File: src/rtl/strobe_burst_rx.sv
module strobe_burst_rx #(
  parameter int          DW       = 16,
  parameter int          FREE_W   = 5,
  parameter int          SLACK    = 2,
  parameter logic [15:0] CRC_POLY = 16'h1021,
  parameter logic [15:0] CRC_SEED = 16'hFFFF
) (
  input  logic          clk,
  input  logic          rst_n,
  input  logic          strb,
  input  logic [DW-1:0] dbus,
  input  logic          ack_n,
  input  logic [FREE_W-1:0] fifo_free,
  output logic [DW-1:0] word_out,
  output logic          word_vld,
  output logic          rx_ready,
  output logic          crc_err
);

  logic [2:0]    st_q;
  logic [2:0]    ak_q;
  logic [DW-1:0] d1_q, d2_q;
  logic [15:0]   crc_q;

  wire in_seg  = ~ak_q[1];
  wire stb_evt = (st_q[1] ^ st_q[2]) & in_seg;
  wire seg_open  = ak_q[2] & ~ak_q[1];
  wire seg_close = ~ak_q[2] & ak_q[1];

  function automatic logic [15:0] crc_next(input logic [15:0] c, input logic [DW-1:0] d);
    logic [15:0] r;
    r = c;
    for (int i = DW - 1; i >= 0; i--) begin
      if (r[15] ^ d[i]) r = {r[14:0], 1'b0} ^ CRC_POLY;
      else              r = {r[14:0], 1'b0};
    end
    return r;
  endfunction

  always_ff @(posedge clk or negedge rst_n) begin
    if (!rst_n) begin
      st_q <= '0;
      ak_q <= '1;
      d1_q <= '0;
      d2_q <= '0;
    end else begin
      st_q <= {st_q[1:0], strb};
      ak_q <= {ak_q[1:0], ack_n};
      d1_q <= dbus;
      d2_q <= d1_q;
    end
  end

  always_ff @(posedge clk or negedge rst_n) begin
    if (!rst_n) begin
      word_out <= '0;
      word_vld <= 1'b0;
      crc_q    <= CRC_SEED;
      crc_err  <= 1'b0;
      rx_ready <= 1'b0;
    end else begin
      word_vld <= stb_evt;
      rx_ready <= fifo_free > FREE_W'(SLACK);
      if (stb_evt) begin
        word_out <= d2_q;
        crc_q    <= crc_next(crc_q, d2_q);
      end
      if (seg_open) begin
        crc_q   <= CRC_SEED;
        crc_err <= 1'b0;
      end else if (seg_close) begin
        crc_err <= d2_q[15:0] != crc_q;
      end
    end
  end

  a_r1_vld_follows_edge: assert property (@(posedge clk) disable iff (!rst_n)
    word_vld |-> ($past(strb, 3) != $past(strb, 4)));
  a_r4_vld_only_in_segment: assert property (@(posedge clk) disable iff (!rst_n)
    word_vld |-> ($past(ack_n, 3) == 1'b0));
  a_r5_err_rises_at_close: assert property (@(posedge clk) disable iff (!rst_n)
    $rose(crc_err) |-> ($past(ack_n, 3) == 1'b1));
  a_r6_err_clears_at_open: assert property (@(posedge clk) disable iff (!rst_n)
    $fell(crc_err) |-> ($past(ack_n, 3) == 1'b0));
  a_r7_ready_low: assert property (@(posedge clk) disable iff (!rst_n)
    (fifo_free <= FREE_W'(SLACK)) |=> !rx_ready);
  a_r7_ready_high: assert property (@(posedge clk) disable iff (!rst_n)
    (fifo_free > FREE_W'(SLACK)) |=> rx_ready);

endmodule

File: config.mk
export PLATFORM = sky130hd
export DESIGN_NAME = strobe_burst_rx
export DESIGN_NICKNAME = d
export VERILOG_FILES = /design/src/rtl/strobe_burst_rx.sv
export SDC_FILE = /design/constraint.sdc
export NUM_CORES = 1
export LEC_CHECK = 0
export BUFFER_PORTS_ARGS = -buffer_cell sky130_fd_sc_hd__buf_4
export CAP_MARGIN = 10
export CORE_ASPECT_RATIO = 1.75
export CORE_MARGIN = 1.5
export CORE_UTILIZATION = 53
export CTS_BUF_LIST = sky130_fd_sc_hd__clkbuf_8
export CTS_CLUSTER_SIZE = 25
export DETAILED_ROUTE_END_ITERATION = 6
export GPL_TIMING_DRIVEN = 0
export PLACE_DENSITY = 0.85
export SETUP_SLACK_MARGIN = 0.2
export SYNTH_ARGS = -nofsm -noshare
export SYNTH_HDL_FRONTEND = slang
export SYNTH_SLANG_ARGS = --single-unit
File: constraint.sdc
create_clock -name clk -period 2.2 [get_ports clk]
set_clock_uncertainty 0.05 [all_clocks]
set_input_delay 0.11 -clock clk [delete_from_list [all_inputs] [get_ports clk]]
set_output_delay 0.11 -clock clk [all_outputs]
set_load 0.01 [all_outputs]
==> results of run 1 <==
## timing repair
item	4_1_cts	5_1_grt
buffers inserted	10	8
hold buffers	21	0
endpoints found under the hold margin	73	0
cloned	0	0
setup endpoints to repair	9	11
gates resized for setup	17	20
pin swaps	10	14
## sequential cells by signal, indices dropped and copies added, names as in the netlist
name and flops:
ak_q 3, crc_err 1, crc_q 16, d1_q 16
d2_q 16, rx_ready 1, st_q 3, word_out 16
word_vld 1
## kinds of logic after synthesis
| group | after synthesis |
|---|---|
| and+or+nand+nor | 85 |
| DFF | 73 |
| xor gates and xnor gates | 50 |
| AOI/OAI and AO/OA | 15 |
| buffers and inverters | 10 |
| adders and majority gates | 1 |
## worst max-delay path, stage by stage, from the launching register on
cell,delay [ps]
dfrtp_1,490
xnor2_4,270
xor3_1,460
xnor3_2,290
xnor2_2,160
o21ai_1,130
or3b_1,360
## area by class of cell
| type | instances | area (um^2) |
|---|---|---|
| plain buffers | 8 | 33.8 |
| clock buffers | 10 | 138 |
| clock inverters | 5 | 78.8 |
| fillers | 330 | 1130 |
| inverters | 2 | 7.51 |
| multi-input cells | 151 | 1330 |
| flip-flops and latches | 73 | 1850 |
| well taps | 74 | 92.6 |
| repair buffers | 82 | 683 |
## metal layers
metal,global-route usage (%),share of wire [%],vias up
li1,-,-,946
met1,26.4,36,1021
met2,39.1,57,70
met3,5.32,3.6,23
met4,11.8,3.7,0
met5,0,0,-
## worst paths after layout
kind	start	to	slack [ps]
worst min-delay path	d1_q[11]	d2_q[11]	300
worst max-delay path	d2_q[15]	crc_q[12]	-70
worst max register to register	d2_q[15]	crc_q[12]	-70
max in group asynchronous	rst_n	d2_q[14]	1070
min in group asynchronous	rst_n	crc_err	410
worst min register to register	d1_q[11]	d2_q[11]	300
## cells in the final DEF (no fill, tap or decap), drive strengths merged, types with 2 or more instances in the layout
master and instances:
a21oi 3, buf 64, clkinv 2, dfstp 19, nor3 10, o21ai 6, dfrtp 54, or3b 6
xnor3 5, nand4 3, xnor2 38, nand2 57, inv 3, bufinv 2, nand3b 3, a211o 4
dlygate4sd3 21, nor2 5, clkbuf 15, xor2 6
## report_power, final
| part | switching [W] | leakage (nW) | internal [W] | total (W) |
|---|---|---|---|---|
| logic | 0.00190 | 1.00 | 0.00251 | 0.00441 |
| clock network | 0.000494 | 0.113 | 0.000663 | 0.00116 |
| registers | 0.000222 | 0.839 | 0.00166 | 0.00189 |
| total | 0.00261 | 1.96 | 0.00484 | 0.00746 |
## synthesized netlist by cell type, types with 2 or more instances
| master | instances | area, um^2 |
|---|---|---|
| a21oi_1 | 3 | 15.0 |
| a211o_1 | 4 | 35.0 |
| nand2_1 | 57 | 214 |
| xnor3_1 | 3 | 67.6 |
| inv_1 | 2 | 7.51 |
| or3b_1 | 5 | 43.8 |
| nor3_1 | 10 | 50.1 |
| nor2_1 | 5 | 18.8 |
| nand3b_1 | 3 | 22.5 |
| dfstp_2 | 19 | 499 |
| clkbuf_1 | 5 | 18.8 |
| o21ai_0 | 5 | 25.0 |
| xor2_1 | 6 | 52.6 |
| dfrtp_1 | 54 | 1350 |
| buf_1 | 2 | 7.51 |
| nand4_1 | 3 | 18.8 |
| xnor3_2 | 2 | 47.6 |
| xnor2_2 | 6 | 97.6 |
| xnor2_1 | 31 | 272 |
## per-stage QoR
stage / util, % / hold WS [ps]
2_1_floorplan: - / -236
3_3_place_gp: 63.9 / 168
3_5_place_dp: 63.9 / 170
4_1_cts: 75.6 / 302
5_1_grt: 78.8 / 306
6_report: 78.8 / 299
==> flow_summary.json, run 1 <==
{
  "outcome": "finished, violations left",
  "violations": "negative setup slack",
  "synth-simple-area-share_pct": 12.9,
  "grt_max_degree": 74,
  "drtAntennaViolNets": 0,
  "rsz0062_at_grt": "true",
  "gp_congestion": 0.876,
  "diodes": 0,
  "ioPinCount": 44,
  "cts_tree": "done",
  "clock_latency_ps": 350,
  "grtUsageTotal_pct": 23.0,
  "cts-root-buf": "clkbuf_8",
  "coreArea_mm2": 0.00534,
  "viasPerCell": 5.09,
  "dpl-instance-area_mm2": 0.00342,
  "die_area_mm2": 0.00609,
  "via_count": 2060,
  "worstPathArrival_ps": 2500,
  "syn-num-nets": 260,
  "synthCells": 234,
  "synth_compound_gate_area_share_pct": 3.32,
  "final_cells": 405,
  "layout.nets": 353,
  "crit_type": "flip-flop to flip-flop",
  "clock_sinks": 73,
  "synth_xor_area_share_pct": 19.8,
  "drive_gt1_share_pct": 39.9,
  "rows": 35,
  "tightest_slew_ps": 869,
  "initial_core_util_pct": 55.6,
  "peakVddDrop_uv": 1160,
  "required_ps": 2430,
  "cp_max_fo": 3,
  "p_per_area_mw_per_mm2": 1770,
  "synth-main-ff-cell": "dfrtp_1",
  "drtIter0Drc": 64,
  "max_clock_freq_ghz": 0.440,
  "max_slew_margin_pct": 42.1,
  "synth_warnings": 0,
  "antenna_found_initial": 0,
  "grt_pass1_vias": 2133,
  "clock_path_buffers": 2,
  "port_buffers": 43,
  "startpoint_type": "flip-flop",
  "synth_fa_ha_area_share_pct": 0.421,
  "hpwl_um": 4090,
  "setup_viol": 2,
  "synth.area.mux_share_pct": 0,
  "whs_path_depth": 0,
  "reg2reg_depth": 6,
  "grt_remaining_overflow": 0,
  "firstDrtPassIters": 4,
  "period_needed_ps": 2270,
  "async_flop_share_pct": 100,
  "h-tree-depth": 3,
  "cts-buffers-inserted": 9,
  "dieWidth_um": 59.6,
  "ys_seq_area_share_pct": 62.2,
  "wl_um": 6960,
  "syn_area_mm2": 0.00297,
  "cp-end-kind": "flip-flop",
  "wl_per_cell_um": 17.2,
  "hold_viol": 0,
  "die_height_um": 102,
  "pre_cts_ws_ps": -231,
  "clkTransAtPathRegs_ps": 80,
  "timing.final.crit_share_pct": 103,
  "synth_area_per_cell_um2": 12.7,
  "fin_setup_tns_ps": -130,
  "drc_errors": 0,
  "drv_cap": 0,
  "synth_edf_count": 0,
  "yosys_register_bits": 73,
  "grt_pass1_wl_um": 10000,
  "dp.cells": 351,
  "maxSlewViolCount": 0,
  "fin_area_mm2": 0.00421,
  "hp-class": "flip-flop to flip-flop",
  "power.total_w": 0.00746,
  "ys_types": 28,
  "syn_to_final_growth_pct": 41.6,
  "p_leak_nw": 1.96,
  "synth_top_family_by_area": "XOR/XNOR gates",
  "setup_slack_ps": -72.7
}
No activity file was read; power rests on OpenSTA's default activity.
==> inputs of run 2 (changes only) <==
- CTS_BUF_LIST: sky130_fd_sc_hd__clkbuf_8 -> sky130_fd_sc_hd__clkbuf_2
- clock period: 2.2 -> 1.88 ns (I/O delays scaled with it)
==> flow_summary.json, run 2 (synthesis results as in run 1) <==
{
  "n_fill_cell": 312,
  "drtIter0Drc": 74,
  "via_count": 2096,
  "grt_pass1_vias": 2191,
  "dieWidth_um": 59.6,
  "drv_cap": 0,
  "crit_family": "XOR/XNOR gates",
  "drtAntennaViolNets": 0,
  "h-tree-depth": 3,
  "wl_per_cell_um": 17.0,
  "crit_type": "flip-flop to flip-flop",
  "max_slew_margin_pct": 43.0,
  "wl_um": 6990,
  "layout.nets": 358,
  "drive_gt1_share_pct": 43.9,
  "switching_power_w": 0.00334,
  "grt_remaining_overflow": 0,
  "final_cells": 411,
  "grtUsageTotal_pct": 23.9,
  "p_per_area_mw_per_mm2": 2210,
  "dr.max_layer_used": "met4",
  "dp.cells": 351,
  "dpl-instance-area_mm2": 0.00344,
  "firstDrtPassIters": 4,
  "coreArea_mm2": 0.00534,
  "syn_to_final_growth_pct": 43.1,
  "cp-end-kind": "flip-flop",
  "dr_wl_met3_um": 254,
  "cp_slowest_cell": "dfstp_2",
  "maxSlewViolCount": 0,
  "worstPathArrival_ps": 2710,
  "diodes": 0,
  "hp-class": "input port to async pin",
  "period_needed_ps": 2300,
  "die_height_um": 102,
  "hpwl_um": 3890,
  "clkTransAtPathRegs_ps": 220,
  "multi_input_area_mm2": 0.00135,
  "clock_sinks": 73,
  "violations": "negative setup slack",
  "cp_slowest_stage_delay_ps": 620,
  "outcome": "finished, violations left",
  "setup_viol": 14,
  "cp_max_fo": 3,
  "tightest_slew_ps": 855,
  "cts_tree": "done",
  "crit_buf_inv": 0,
  "max_clock_freq_ghz": 0.434,
  "grt_max_degree": 74,
  "crit_chain": "xnor2_4, xor3_1, xnor3_2, xnor2_1, o21ai_1, or3b_1",
  "peakVddDrop_uv": 1120,
  "timing.final.crit_share_pct": 123,
  "port_buffers": 43,
  "crit_start": "crc_q[11]",
  "final_cell_mix": "nand2_1 (55), buf_4 (54), dfrtp_1 (53), dlygate4sd3_1 (21), dfstp_2 (19)",
  "antenna_found_initial": 0,
  "pre_cts_ws_ps": -409,
  "met1Wirelength_um": 2500,
  "hold_viol": 0,
  "cts-root-buf": "clkbuf_2",
  "regArea_mm2": 0.00185,
  "sw_frac_of_total_pct": 35.6,
  "gp_congestion": 0.849,
  "r2r_start": "crc_q[11]",
  "drc_errors": 0,
  "power_frac_comb_pct": 64.6,
  "viasPerCell": 5.10,
  "grt_pass1_wl_um": 10100,
  "clock_latency_ps": 530,
  "fin_setup_tns_ps": -3760,
  "startpoint_type": "flip-flop",
  "setup_slack_ps": -423,
  "layout_commonest_cell": "nand2_1",
  "clock_path_buffers": 2,
  "ioPinCount": 44,
  "cts-buffers-inserted": 9,
  "fin_area_mm2": 0.00425,
  "power.internal_w": 0.00604,
  "clock_power_share_pct": 12.0,
  "initial_core_util_pct": 55.6,
  "p_seq_share_pct": 23.4,
  "rsz0062_at_grt": "true",
  "p_leak_nw": 2.01,
  "met2_length_um": 3970,
  "required_ps": 2290,
  "rows": 35,
  "die_area_mm2": 0.00609
}
-- run 2: changes by cell type in the layout (fill, tap and decap cells not counted), sizes merged --
cell / delta
buf: +6
inv: -1
bufinv: +1
-- run 2: power by group through the flow --
stage	registers [W]	clock network (W)	logic, W
finish	0.00219	0.00112	0.00606
global route	0.00223	0.00122	0.00635
CTS	0.00218	0.00115	0.00469
detailed placement	0.00218	0	0.00327
global placement	0.00216	0	0.00318
floorplan	0.00217	0	0.00261
-- run 2: final timing paths --
| kind | to | slack (ps) | cells past startpoint |
|---|---|---|---|
| worst max register to register | crc_q[12] | -420 | 6 |
| worst min-delay path | word_out[8] | 140 | 2 |
| worst max-delay path | crc_q[12] | -420 | 6 |
| max in group asynchronous | d2_q[15] | 1030 | 2 |
| min in group clk | d1_q[2] | 150 | 2 |
| worst min register to register | d2_q[5] | 280 | 0 |
-- run 2: what timing repair did --
item | in CTS | in global routing
cloned | 0 | 0
setup endpoints to repair | 33 | 31
buffers inserted | 16 | 7
pin swaps | 8 | 14
hold buffers | 21 | 0
resized for setup | 31 | 25
hold endpoints to repair | 73 | 0
-- run 2: layer usage --
metal | vias up | track usage [%]
li1 | 961 | -
met1 | 1043 | 25.4
met2 | 68 | 41.3
met3 | 24 | 6.33
met4 | 0 | 14.0
met5 | - | 0
-- run 2: layout make-up --
| cell class | count | share of cell area (%) |
|---|---|---|
| Tap cell | 74 | 2.18 |
| Buffer | 8 | 1.00 |
| Sequential cell | 73 | 43.5 |
| Clock buffer | 11 | 1.29 |
| Clock inverter | 5 | 2.44 |
| Inverter | 2 | 0.176 |
| Multi-Input combinational cell | 151 | 31.6 |
| Timing Repair Buffer | 87 | 17.7 |
-- run 2: metrics by stage --
step / utilization, % / hold WS [ps] / power (W)
5_1_grt: 79.6 / 97.2 / 0.00980
6_report: 79.6 / 141 / 0.00938
2_1_floorplan: - / -252 / 0.00479
3_5_place_dp: 64.4 / 154 / 0.00546
3_3_place_gp: 64.4 / 152 / 0.00534
4_1_cts: 76.3 / 97.6 / 0.00802
==> inputs of run 3 (changes only) <==
- CORE_UTILIZATION: 53 -> 50
- CTS_BUF_LIST: sky130_fd_sc_hd__clkbuf_2 -> unset
- PLACE_DENSITY: 0.85 -> 0.81
==> flow_summary.json, run 3 (synthesis results as in run 1) <==
{
  "diodes": 0,
  "switching_power_w": 0.00270,
  "grt_pass1_wl_um": 9900,
  "wl_um": 6140,
  "layout_commonest_cell": "buf_4",
  "pre_cts_ws_ps": -442,
  "cp-end-kind": "flip-flop",
  "via_count": 1997,
  "period_needed_ps": 2260,
  "sw_frac_of_total_pct": 34.9,
  "power.total_w": 0.00774,
  "dp.cells": 355,
  "crit_chain": "xnor2_4, xor3_1, xnor3_2, xnor2_2, o21ai_1, or3b_1",
  "fin_setup_tns_ps": -2470,
  "crit_buf_inv": 0,
  "cts_tree": "done",
  "drv_cap": 0,
  "clkTransAtPathRegs_ps": 70,
  "setup_viol": 12,
  "required_ps": 2090,
  "final_cell_mix": "buf_4 (57), nand2_1 (54), dfrtp_1 (53), xnor2_1 (21), dlygate4sd3_1 (21)",
  "hp-class": "flip-flop to flip-flop",
  "antenna_found_initial": 0,
  "startpoint_type": "flip-flop",
  "rows": 37,
  "firstDrtPassIters": 4,
  "layout.nets": 352,
  "rsz0062_at_grt": "true",
  "dieWidth_um": 61.3,
  "drtAntennaViolNets": 0,
  "gp_congestion": 0.886,
  "power_frac_comb_pct": 58.2,
  "p_seq_share_pct": 28.5,
  "viasPerCell": 4.88,
  "clock_sinks": 73,
  "wl_per_cell_um": 15.0,
  "ioPinCount": 44,
  "final_cells": 409,
  "crit_type": "flip-flop to flip-flop",
  "clock_power_share_pct": 13.3,
  "peakVddDrop_uv": 1060,
  "p_per_area_mw_per_mm2": 1880,
  "die_area_mm2": 0.00644,
  "syn_to_final_growth_pct": 38.5,
  "setup_slack_ps": -380,
  "cp_slowest_stage_delay_ps": 580,
  "cts-root-buf": "clkbuf_8",
  "hold_viol": 0,
  "p_leak_nw": 1.92,
  "outcome": "finished, violations left",
  "grt_remaining_overflow": 0,
  "violations": "negative setup slack",
  "crit_family": "XOR/XNOR gates",
  "max_slew_margin_pct": 43.3,
  "grtUsageTotal_pct": 21.7,
  "drc_errors": 0,
  "max_clock_freq_ghz": 0.442,
  "clock_path_buffers": 2,
  "hpwl_um": 3960,
  "maxSlewViolCount": 0,
  "h-tree-depth": 3,
  "cp_slowest_cell": "dfstp_2",
  "n_fill_cell": 391,
  "worstPathArrival_ps": 2470,
  "die_height_um": 105,
  "initial_core_util_pct": 51.4,
  "coreArea_mm2": 0.00579,
  "drive_gt1_share_pct": 39.3,
  "cts-buffers-inserted": 9,
  "tightest_slew_ps": 850,
  "cp_max_fo": 3,
  "grt_max_degree": 74,
  "whs_ps": 298,
  "timing.final.crit_share_pct": 120,
  "grt_pass1_vias": 2124,
  "power.internal_w": 0.00504,
  "clock_latency_ps": 340,
  "drtIter0Drc": 50,
  "port_buffers": 43
}
## run 3: final cells by class
cell class	instances	area (um^2)	area share [%]
sequential	73	1850	45.0
clock buffer	13	149	3.62
buffer	8	43.8	1.06
clock inverter	3	17.5	0.426
multi-input combinational	151	1270	30.9
timing repair buffer	81	676	16.4
tap	78	97.6	2.37
inverter	2	7.51	0.182
## run 3: per-layer routing
| layer | wire length (um) | GRT usage [%] | share of wire (%) |
|---|---|---|---|
| met1 | 2340 | 25.7 | 38 |
| met2 | 3460 | 35.0 | 56 |
| met3 | 156 | 5.07 | 2.5 |
| met4 | 181 | 11.6 | 2.9 |
| met5 | 0 | 0 | 0 |
## run 3: repair_timing
action                                  CTS  global route
pin swaps                                10             3
endpoints found under the setup margin   33            33
hold buffers                             21             0
hold endpoints to repair                 73             0
resized for setup                        21            19
buffers inserted                         13             4
## run 3: per-stage QoR
| stage | utilization (%) | instance area [um^2] |
|---|---|---|
| floorplan | - | 3030 |
| global placement | 59.6 | 3450 |
| detailed placement | 59.6 | 3450 |
| CTS | 69.4 | 4020 |
| global route | 71.1 | 4120 |
| finish | 71.1 | 4120 |
## run 3: worst paths after layout
kind	from	endpoint	slack [ps]	depth (start not counted)
min in group asynchronous	rst_n	word_out[14]	370	2
worst max register to register	crc_q[11]	crc_q[12]	-380	6
max in group asynchronous	rst_n	d2_q[13]	800	2
worst max-delay path	crc_q[11]	crc_q[12]	-380	6
worst min-delay path	d1_q[4]	d2_q[4]	300	0
worst min register to register	d1_q[4]	d2_q[4]	300	0
## run 3: power groups by stage
stage,logic (W),registers [W],clock network [W]
2_1_floorplan,0.00261,0.00217,0
3_3_place_gp,0.00315,0.00217,0
3_5_place_dp,0.00325,0.00219,0
4_1_cts,0.00408,0.00218,0.00107
5_1_grt,0.00479,0.00224,0.00113
6_report,0.00450,0.00220,0.00103
